===== config.mk =====
export PLATFORM = sky130hd
export DESIGN_NAME = nand_page_reader
export DESIGN_NICKNAME = d
export VERILOG_FILES = /design/src/rtl/nrd_pkg.sv /design/src/rtl/nrd_phase_cnt.sv /design/src/rtl/nrd_busy_watch.sv /design/src/rtl/nrd_col_track.sv /design/src/rtl/nrd_out_reg.sv /design/src/rtl/nand_page_reader.sv
export SDC_FILE = /design/constraint.sdc
export NUM_CORES = 1
export LEC_CHECK = 0
export ABC_AREA = 1
export BUFFER_PORTS_ARGS = -buffer_cell sky130_fd_sc_hd__buf_2
export CAP_MARGIN = 25
export CELL_PAD_IN_SITES_DETAIL_PLACEMENT = 0
export CELL_PAD_IN_SITES_GLOBAL_PLACEMENT = 1
export CORE_MARGIN = 4
export CORE_UTILIZATION = 30
export DETAILED_ROUTE_END_ITERATION = 8
export PLACE_DENSITY_LB_ADDON = 0.1
export SLEW_MARGIN = 20
export SYNTH_ARGS = -nofsm -noshare
export SYNTH_HDL_FRONTEND = slang
export SYNTH_SLANG_ARGS = --single-unit

===== constraint.sdc =====
create_clock -name clk -period 3.1 [get_ports clk]
set_input_delay 0.775 -clock clk [delete_from_list [all_inputs] [get_ports clk]]
set_output_delay 0.775 -clock clk [all_outputs]
set_load 0.005 [all_outputs]

===== src/rtl/nrd_pkg.sv =====
package nrd_pkg;
  typedef enum logic [2:0] {
    S_IDLE, S_WR_LO, S_WR_HI, S_SETTLE, S_WAIT_RB, S_RD_GAP, S_RD_LO, S_RD_HI
  } nrd_state_e;

  localparam logic [7:0] CMD_FIRST  = 8'h00;
  localparam logic [7:0] CMD_SECOND = 8'h01;
  localparam logic [7:0] CMD_SPARE  = 8'h50;

  localparam int PAGE_BYTES  = 528;
  localparam int SECOND_BASE = 256;
  localparam int SPARE_BASE  = 512;
  localparam int POS_W       = $clog2(PAGE_BYTES);
  localparam int WR_BYTES    = 4;
endpackage


===== src/rtl/nrd_phase_cnt.sv =====
module nrd_phase_cnt #(
  parameter int HALF_CYC = 3
) (
  input  logic clk,
  input  logic rst_n,
  input  logic run,
  output logic done
);
  localparam int CW = (HALF_CYC > 1) ? $clog2(HALF_CYC) : 1;
  logic [CW-1:0] cnt;

  assign done = run && (cnt == CW'(HALF_CYC - 1));

  always_ff @(posedge clk or negedge rst_n) begin
    if (!rst_n)            cnt <= '0;
    else if (!run || done) cnt <= '0;
    else                   cnt <= cnt + 1'b1;
  end
endmodule


===== src/rtl/nrd_busy_watch.sv =====
module nrd_busy_watch #(
  parameter int SETTLE_CYC = 4,
  parameter int BUSY_TMO   = 2000
) (
  input  logic clk,
  input  logic rst_n,
  input  logic settle_en,
  input  logic wait_en,
  input  logic rb,
  output logic settle_done,
  output logic tmo
);
  localparam int MAXC = (SETTLE_CYC > BUSY_TMO) ? SETTLE_CYC : BUSY_TMO;
  localparam int CW   = $clog2(MAXC + 1);
  logic [CW-1:0] cnt;

  assign settle_done = settle_en && (cnt == CW'(SETTLE_CYC - 1));
  assign tmo         = wait_en && !rb && (cnt == CW'(BUSY_TMO - 1));

  always_ff @(posedge clk or negedge rst_n) begin
    if (!rst_n)                                     cnt <= '0;
    else if (!(settle_en || wait_en) || settle_done) cnt <= '0;
    else if (wait_en && rb)                          cnt <= '0;
    else if (!tmo)                                   cnt <= cnt + 1'b1;
  end
endmodule


===== src/rtl/nrd_col_track.sv =====
module nrd_col_track import nrd_pkg::*; #(
  parameter int LEN_W = 16
) (
  input  logic             clk,
  input  logic             rst_n,
  input  logic             load,
  input  logic [1:0]       area,
  input  logic [7:0]       col,
  input  logic [LEN_W-1:0] len,
  input  logic             adv,
  input  logic             ack_wrap,
  output logic [POS_W-1:0] pos,
  output logic [LEN_W-1:0] remain,
  output logic             wrapped
);
  localparam logic [POS_W-1:0] LAST_POS = POS_W'(PAGE_BYTES - 1);
  logic             spare_q;
  logic [POS_W-1:0] start_pos;

  always_comb begin
    if (area[1])      start_pos = POS_W'(SPARE_BASE) + POS_W'(col[3:0]);
    else if (area[0]) start_pos = POS_W'(SECOND_BASE) + POS_W'(col);
    else              start_pos = POS_W'(col);
  end

  always_ff @(posedge clk or negedge rst_n) begin
    if (!rst_n) begin
      pos     <= '0;
      remain  <= '0;
      wrapped <= 1'b0;
      spare_q <= 1'b0;
    end else if (load) begin
      pos     <= start_pos;
      remain  <= len;
      wrapped <= 1'b0;
      spare_q <= area[1];
    end else begin
      if (ack_wrap) wrapped <= 1'b0;
      if (adv) begin
        remain <= remain - 1'b1;
        if (pos == LAST_POS) begin
          pos     <= spare_q ? POS_W'(SPARE_BASE) : '0;
          wrapped <= 1'b1;
        end else begin
          pos <= pos + 1'b1;
        end
      end
    end
  end
endmodule


===== src/rtl/nrd_out_reg.sv =====
module nrd_out_reg (
  input  logic       clk,
  input  logic       rst_n,
  input  logic       load,
  input  logic [7:0] din,
  input  logic       last_in,
  input  logic       ready,
  output logic       valid,
  output logic [7:0] data,
  output logic       last
);
  always_ff @(posedge clk or negedge rst_n) begin
    if (!rst_n) begin
      valid <= 1'b0;
      data  <= '0;
      last  <= 1'b0;
    end else if (load) begin
      valid <= 1'b1;
      data  <= din;
      last  <= last_in;
    end else if (valid && ready) begin
      valid <= 1'b0;
    end
  end
endmodule


===== src/rtl/nand_page_reader.sv =====
module nand_page_reader import nrd_pkg::*; #(
  parameter int HALF_CYC   = 3,
  parameter int SETTLE_CYC = 4,
  parameter int BUSY_TMO   = 2000,
  parameter int LEN_W      = 16
) (
  input  logic             clk,
  input  logic             rst_n,
  input  logic             req_valid,
  output logic             req_ready,
  input  logic [1:0]       req_area,
  input  logic [15:0]      req_page,
  input  logic [7:0]       req_col,
  input  logic [LEN_W-1:0] req_len,
  output logic             nand_ce_n,
  output logic             nand_cle,
  output logic             nand_ale,
  output logic             nand_we_n,
  output logic             nand_re_n,
  output logic [7:0]       nand_io_out,
  output logic             nand_io_oe,
  input  logic [7:0]       nand_io_in,
  input  logic             nand_rb,
  output logic             dout_valid,
  input  logic             dout_ready,
  output logic [7:0]       dout_data,
  output logic             dout_last,
  output logic             xfer_done,
  output logic             err_timeout
);
  localparam int WI_W = $clog2(WR_BYTES);

  nrd_state_e       state;
  logic [WI_W-1:0]  widx;
  logic [7:0]       cmd_q, col_q;
  logic [15:0]      page_q;
  logic             done_q, err_q;

  logic             ph_run, ph_done;
  logic             settle_done, tmo;
  logic             accept, trk_load, adv, ack_wrap;
  logic [POS_W-1:0] pos;
  logic [LEN_W-1:0] remain;
  logic             wrapped;
  logic             in_wr;

  assign req_ready   = (state == S_IDLE);
  assign accept      = req_ready && req_valid;
  assign trk_load    = accept && (req_len != '0);
  assign ph_run      = (state == S_WR_LO) || (state == S_WR_HI) ||
                       (state == S_RD_LO) || (state == S_RD_HI);
  assign adv         = (state == S_RD_LO) && ph_done;
  assign ack_wrap    = (state == S_RD_HI) && ph_done && wrapped;
  assign in_wr       = (state == S_WR_LO) || (state == S_WR_HI);

  assign nand_ce_n   = (state == S_IDLE);
  assign nand_cle    = in_wr && (widx == '0);
  assign nand_ale    = in_wr && (widx != '0);
  assign nand_we_n   = (state != S_WR_LO);
  assign nand_re_n   = (state != S_RD_LO);
  assign nand_io_oe  = in_wr;
  assign xfer_done   = done_q;
  assign err_timeout = err_q;

  always_comb begin
    case (widx)
      2'd0:    nand_io_out = cmd_q;
      2'd1:    nand_io_out = col_q;
      2'd2:    nand_io_out = page_q[7:0];
      default: nand_io_out = page_q[15:8];
    endcase
  end

  nrd_phase_cnt #(.HALF_CYC(HALF_CYC)) i_phase (
    .clk(clk), .rst_n(rst_n), .run(ph_run), .done(ph_done)
  );

  nrd_busy_watch #(.SETTLE_CYC(SETTLE_CYC), .BUSY_TMO(BUSY_TMO)) i_busy (
    .clk(clk), .rst_n(rst_n),
    .settle_en(state == S_SETTLE), .wait_en(state == S_WAIT_RB),
    .rb(nand_rb), .settle_done(settle_done), .tmo(tmo)
  );

  nrd_col_track #(.LEN_W(LEN_W)) i_track (
    .clk(clk), .rst_n(rst_n), .load(trk_load), .area(req_area),
    .col(req_col), .len(req_len), .adv(adv), .ack_wrap(ack_wrap),
    .pos(pos), .remain(remain), .wrapped(wrapped)
  );

  nrd_out_reg i_out (
    .clk(clk), .rst_n(rst_n), .load(adv), .din(nand_io_in),
    .last_in(remain == LEN_W'(1)), .ready(dout_ready),
    .valid(dout_valid), .data(dout_data), .last(dout_last)
  );

  always_ff @(posedge clk or negedge rst_n) begin
    if (!rst_n) begin
      state  <= S_IDLE;
      widx   <= '0;
      cmd_q  <= '0;
      col_q  <= '0;
      page_q <= '0;
      done_q <= 1'b0;
      err_q  <= 1'b0;
    end else begin
      done_q <= 1'b0;
      err_q  <= 1'b0;
      case (state)
        S_IDLE: begin
          if (accept) begin
            if (req_len == '0) begin
              done_q <= 1'b1;
            end else begin
              widx   <= '0;
              col_q  <= req_col;
              page_q <= req_page;
              if (req_area[1])      cmd_q <= CMD_SPARE;
              else if (req_area[0]) cmd_q <= CMD_SECOND;
              else                  cmd_q <= CMD_FIRST;
              state  <= S_WR_LO;
            end
          end
        end
        S_WR_LO: if (ph_done) state <= S_WR_HI;
        S_WR_HI: begin
          if (ph_done) begin
            if (widx == WI_W'(WR_BYTES - 1)) begin
              state <= S_SETTLE;
            end else begin
              widx  <= widx + 1'b1;
              state <= S_WR_LO;
            end
          end
        end
        S_SETTLE: if (settle_done) state <= S_WAIT_RB;
        S_WAIT_RB: begin
          if (nand_rb) begin
            state <= S_RD_GAP;
          end else if (tmo) begin
            err_q <= 1'b1;
            state <= S_IDLE;
          end
        end
        S_RD_GAP: if (!dout_valid) state <= S_RD_LO;
        S_RD_LO:  if (ph_done) state <= S_RD_HI;
        S_RD_HI: begin
          if (ph_done) begin
            if (remain == '0) begin
              done_q <= 1'b1;
              state  <= S_IDLE;
            end else if (wrapped) begin
              state  <= S_SETTLE;
            end else begin
              state  <= S_RD_GAP;
            end
          end
        end
        default: state <= S_IDLE;
      endcase
    end
  end
endmodule


Word-level counts from Yosys, hierarchy flattened
Index checks and enable logic that the tools add are counted.
{"block": "op_classes", "addsub": 7, "eq_ne": 28, "muxes": 48, "bitwise": 1, "reduce_logical": 34}
{"operator": "$mux 10", "count": 6}
{"operator": "$mux 3", "count": 12}
{"operator": "$mux 11", "count": 3}
{"operator": "$logic_not 16->1", "count": 2}
{"operator": "$mux 16", "count": 2}
{"operator": "$pmux 3 s8", "count": 1}
{"operator": "$pmux 8 s3", "count": 1}
{"operator": "$eq 16x1->1 const B", "count": 1}
{"operator": "$reduce_bool 16->1", "count": 1}
{"operator": "$sub 16x1->16 const B", "count": 1}
{"operator": "$mux 1", "count": 14}
{"operator": "$logic_and 1x1->1", "count": 13}
{"operator": "$eq 3x3->1 const B", "count": 4}
{"operator": "$mux 2", "count": 6}
{"operator": "$add 11x1->11 const B", "count": 1}
{"operator": "$eq 11x11->1 const B", "count": 1}
{"operator": "$eq 11x2->1 const B", "count": 1}
{"operator": "$add 10x1->10 const B", "count": 1}
{"operator": "$add 10x4->10 const A", "count": 1}
{"operator": "$add 9x8->10 const A", "count": 1}
{"operator": "$eq 10x10->1 const B", "count": 1}
{"operator": "$ne 2x1->1 const B", "count": 5}
{"operator": "$ne 3x3->1 const B", "count": 3}
{"operator": "$reduce_and 9->1", "count": 1}
{"operator": "18 further kinds", "count": 35}
{"block": "word_totals", "regBits": 90, "output_inout_bits": 27, "word_cells": 134}

Depth between registers and ports, before layout
{"block": "depth", "depth_word": 11, "ltp_mapped": 10}

Modules after synthesis
From an unflattened synthesis, not the netlist that was laid out.
{"block": "unflattened", "hier_cells": 726, "hier_area_um2": 5139.9}
{"module": "nand_page_reader", "instances": 1, "cells_each": 282, "area_per_inst_um2": 1978.1, "seq_area_each_um2": 825.8}
{"module": "nrd_col_track", "instances": 1, "cells_each": 279, "area_per_inst_um2": 1931.9, "seq_area_each_um2": 700.7}
{"module": "nrd_busy_watch", "instances": 1, "cells_each": 113, "area_per_inst_um2": 763.2, "seq_area_each_um2": 275.3}
{"module": "nrd_out_reg", "instances": 1, "cells_each": 42, "area_per_inst_um2": 377.9, "seq_area_each_um2": 250.2}
{"module": "nrd_phase_cnt", "instances": 1, "cells_each": 10, "area_per_inst_um2": 88.8, "seq_area_each_um2": 50.0}

Least setup slack after synthesis
No wires, ideal clock.
{"block": "synth_timing", "kind": "register to output", "start": "reg widx[0]", "end": "out nand_io_out[4]", "t_arrival_ps": 1089, "required_ps": 2325, "path_slack_ps": 1236, "path_stages_with_launch": 6, "path_buffers": 1, "cell_sequence": "dfrtp_1 -> inv_1 -> ha_1 -> clkbuf_1 -> nand2_1 -> a31oi_1"}
{"block": "synth_between", "elab_chain_cells": 2, "word_cells_on_any_way": 4, "cone_classes": "eq/ne (2); mux (1); reduce/logical (1)"}
{"element": "start, declared", "line": "nand_page_reader.sv:34", "source": "logic [WI_W-1:0] widx;"}
{"element": "start signal, assigned", "line": "nand_page_reader.sv:130", "source": "widx <= widx + 1'b1;"}
{"element": "$eq 2x2->1, or another cell as far along", "line": "nand_page_reader.sv:66", "source": "case (widx)"}
{"element": "$pmux 8 s3 *", "line": "nand_page_reader.sv:66"}
{"element": "end, declared", "line": "nand_page_reader.sv:20", "source": "output logic [7:0] nand_io_out,"}
Every way passes the cells marked *; elsewhere a longest branch is shown, timed or not.

Worst setup path after layout
{"block": "layout_timing", "start": "reg widx[0]", "end": "out nand_io_out[6]"}
Same word-level chain as after synthesis.

==> results.toml <==
[cells_and_area]
final-instance-count-excl-fill = 910
area_delta_synth_final_pct = 18.09
finalCoreUtilization = 0.3610
nets = 783
drive_gt1_frac = 0.1593
diodes = 0

[sta]
drv_slew = 0
hold_ws_ps = 416.4
rsz0062_at_grt = "false"
setup_violations = 0
skew_ps = 7.218
tns_ps = 0
hold_viol_final = 0
max_freq_ghz = 0.3768
max_slew_margin = 0.4727
worstMarginPinSlew_ps = 789.7
period_minus_slack_ps = 2654
period_share = 0.8561

[route]
via_per_inst = 4.629
vias = 4212
drtPass1Iterations = 5
ant_nets = 0
drc = 0
met2_length_mm = 5.818
dr.first_iter.drc_count = 223
wl_mm = 13.07
wl_per_cell_um = 14.37
met3_length_um = 522
highest_layer = "met4"
wl_met1_mm = 6.584

[clock_tree]
clk_latency_ps = 340
hold_buffers = 0
cts-buffers-inserted = 9
cts_setup_buffers = 0
cts_resized = 0
cts_tree = "done"
clkTransAtPathRegs_ps = 60
cts.sinks = 84
clk_path_buf_depth = 2
root_buffer = "clkbuf_16"
htreeDepth = 3

[critical_path]
critPathKind = "reg2out"
worstSetupStartpointType = "flip-flop"
worstPathArrival_ps = 1880
cp.required_ps = 2320
path_max_fanout = 9
end_kind = "output port"

[synth]
synth.distinct_cells = 30
syn-cell-area_um2 = 4647
syn_inst = 642
yosys_warnings = 0
avgSynthCellArea_um2 = 7.238
yosysSeqAreaShare = 0.4523
synth_nets = 707
ys_ff_latch = 84

[floorplan]
die_x_um = 132.5
core_area_um2 = 15200
die_area_um2 = 17550
die_h_um = 132.5
start_util = 0.3057
io_pins = 82
rows = 45

[global_routing]
grt_max_degree = 48
grtUsageTotal = 0.1565
grt_pass1_vias = 4285
grt_overflow_total = 0
antenna_found_initial = 0
grt_pass1_wl_mm = 22.01

[pwr]
ir_drop_mv = 0.3227
power.density_nw_per_um2 = 859.5
p_leak_uw = 0.002791

[outcome]
status = "complete, no violations"

[placed_design]
dp.cells = 895
hpwl_mm = 9.554
place.gp.congestion = 0.8213
port-buffer-count = 81

[min_path]
hold_class = "in2async"

[run]
drv_cap = 0
[layout by cell type, fill, tap and decap left out, types with 3 or more instances in the layout]
| cell | instances |
|---|---|
| a21oi_1 | 17 |
| a31oi_1 | 5 |
| buf_2 | 80 |
| buf_4 | 3 |
| clkbuf_16 | 9 |
| dfrtp_1 | 84 |
| ha_1 | 10 |
| inv_1 | 46 |
| inv_2 | 3 |
| nand2_1 | 254 |
| nand2_2 | 6 |
| nand3_1 | 45 |
| nand4_1 | 7 |
| nor2_1 | 85 |
| nor2_2 | 4 |
| nor3_1 | 7 |
| o211ai_1 | 7 |
| o21ai_0 | 15 |
| o21bai_1 | 3 |
| xnor2_1 | 6 |
| xor2_1 | 9 |
[state kept, by name, summed over array words and instances, names as in the netlist, 2 cells and up]
| signal | cells |
|---|---|
| i_phase.cnt | 2 |
| page_q | 16 |
| i_out.data | 8 |
| i_track.remain | 16 |
| widx | 2 |
| state | 3 |
| i_track.pos | 10 |
| i_busy.cnt | 11 |
| cmd_q | 2 |
| col_q | 8 |
[synth_stat cells]
| master | count | area share |
|---|---|---|
| nand2_1 | 254 | 0.21 |
| nor2_1 | 85 | 0.069 |
| dfrtp_1 | 84 | 0.45 |
| inv_1 | 46 | 0.037 |
| nand3_1 | 45 | 0.048 |
| a21oi_1 | 17 | 0.018 |
| o21ai_0 | 15 | 0.016 |
| ha_1 | 10 | 0.027 |
| xor2_1 | 9 | 0.017 |
| buf_4 | 8 | 0.013 |
| nand4_1 | 7 | 0.0094 |
| nor3_1 | 7 | 0.0075 |
| o211ai_1 | 7 | 0.011 |
| nand2_2 | 6 | 0.0081 |
| xnor2_1 | 6 | 0.011 |
| a31oi_1 | 5 | 0.0067 |
| buf_2 | 5 | 0.0054 |
| nor2_2 | 4 | 0.0054 |
| buf_6 | 3 | 0.0073 |
| clkbuf_1 | 3 | 0.0024 |
| inv_2 | 3 | 0.0024 |
| o21bai_1 | 3 | 0.0048 |
| a21o_1 | 2 | 0.0032 |
| or2_2 | 2 | 0.0027 |
| and2_1 | 1 | 0.0013 |
| clkinv_1 | 1 | 0.00081 |
| inv_4 | 1 | 0.0013 |
| nand3b_1 | 1 | 0.0016 |
| nor2_4 | 1 | 0.0024 |
| nor4_1 | 1 | 0.0013 |
[stage by stage]
stage / worst slack (ps) / power (µW) / cell area (µm²)
detailed placement: 406.1 / 3676 / 5195
finish: 446.2 / 4717 / 5488
floorplan: 1236 / 3094 / 4647
global placement: 507.5 / 3665 / 5195
global route: 259.2 / 5177 / 5488
CTS: 399.7 / 4804 / 5488
[worst max-delay path, cell delays in order, from the launching register on]
cell and delay (ps):
dfrtp_1 390, ha_1 380, clkinv_1 370, nor2_1 180, a31oi_1 70, buf_2 140
[worst paths after layout]
| path | from | end | slack [ps] | cells after the start |
|---|---|---|---|---|
| worst max-delay path | widx[0] | nand_io_out[6] | 450 | 5 |
| worst min-delay path | rst_n | page_q[13] | 420 | 1 |
| worst max register to register | state[2] | i_track.pos[2] | 900 | 9 |
| worst min register to register | i_phase.cnt[0] | i_phase.cnt[0] | 430 | 1 |
| max in group asynchronous | rst_n | xfer_done | 2020 | 2 |
| min in group clk | i_phase.cnt[0] | i_phase.cnt[0] | 430 | 1 |
[area by class of cell]
cell class                      instances  area [µm²]
Multi-Input combinational cell        488        2221
Clock inverter                          4       50.05
Fill cell                            1673        9714
Tap cell                              188       235.2
Timing Repair Buffer                   84       442.9
Sequential cell                        84        2102
Inverter                               51       193.9
Clock buffer                           11       242.7
[power breakdown]
group / internal, µW / switching, µW
Sequential: 1510 / 355
Combinational: 671 / 1090
Clock: 641 / 448
Total: 2820 / 1890
[kinds of logic after synthesis]
kind of cell	Yosys count	synth area share
flops	84	0.4523
compound gates	49	0.06058
simple gates	414	0.3621
xor+xnor	15	0.02827
fa+ha+maj	10	0.02693
buf+inv	70	0.06974
[layer usage]
| metal | global-route usage | vias to the layer above |
|---|---|---|
| met2 | 0.2445 | 76 |
| met4 | 0.03984 | 0 |
| met5 | 0 | - |
| met3 | 0.04106 | 10 |
| li1 | - | 2169 |
| met1 | 0.2168 | 1957 |
No activity file was read; power rests on OpenSTA's default activity.
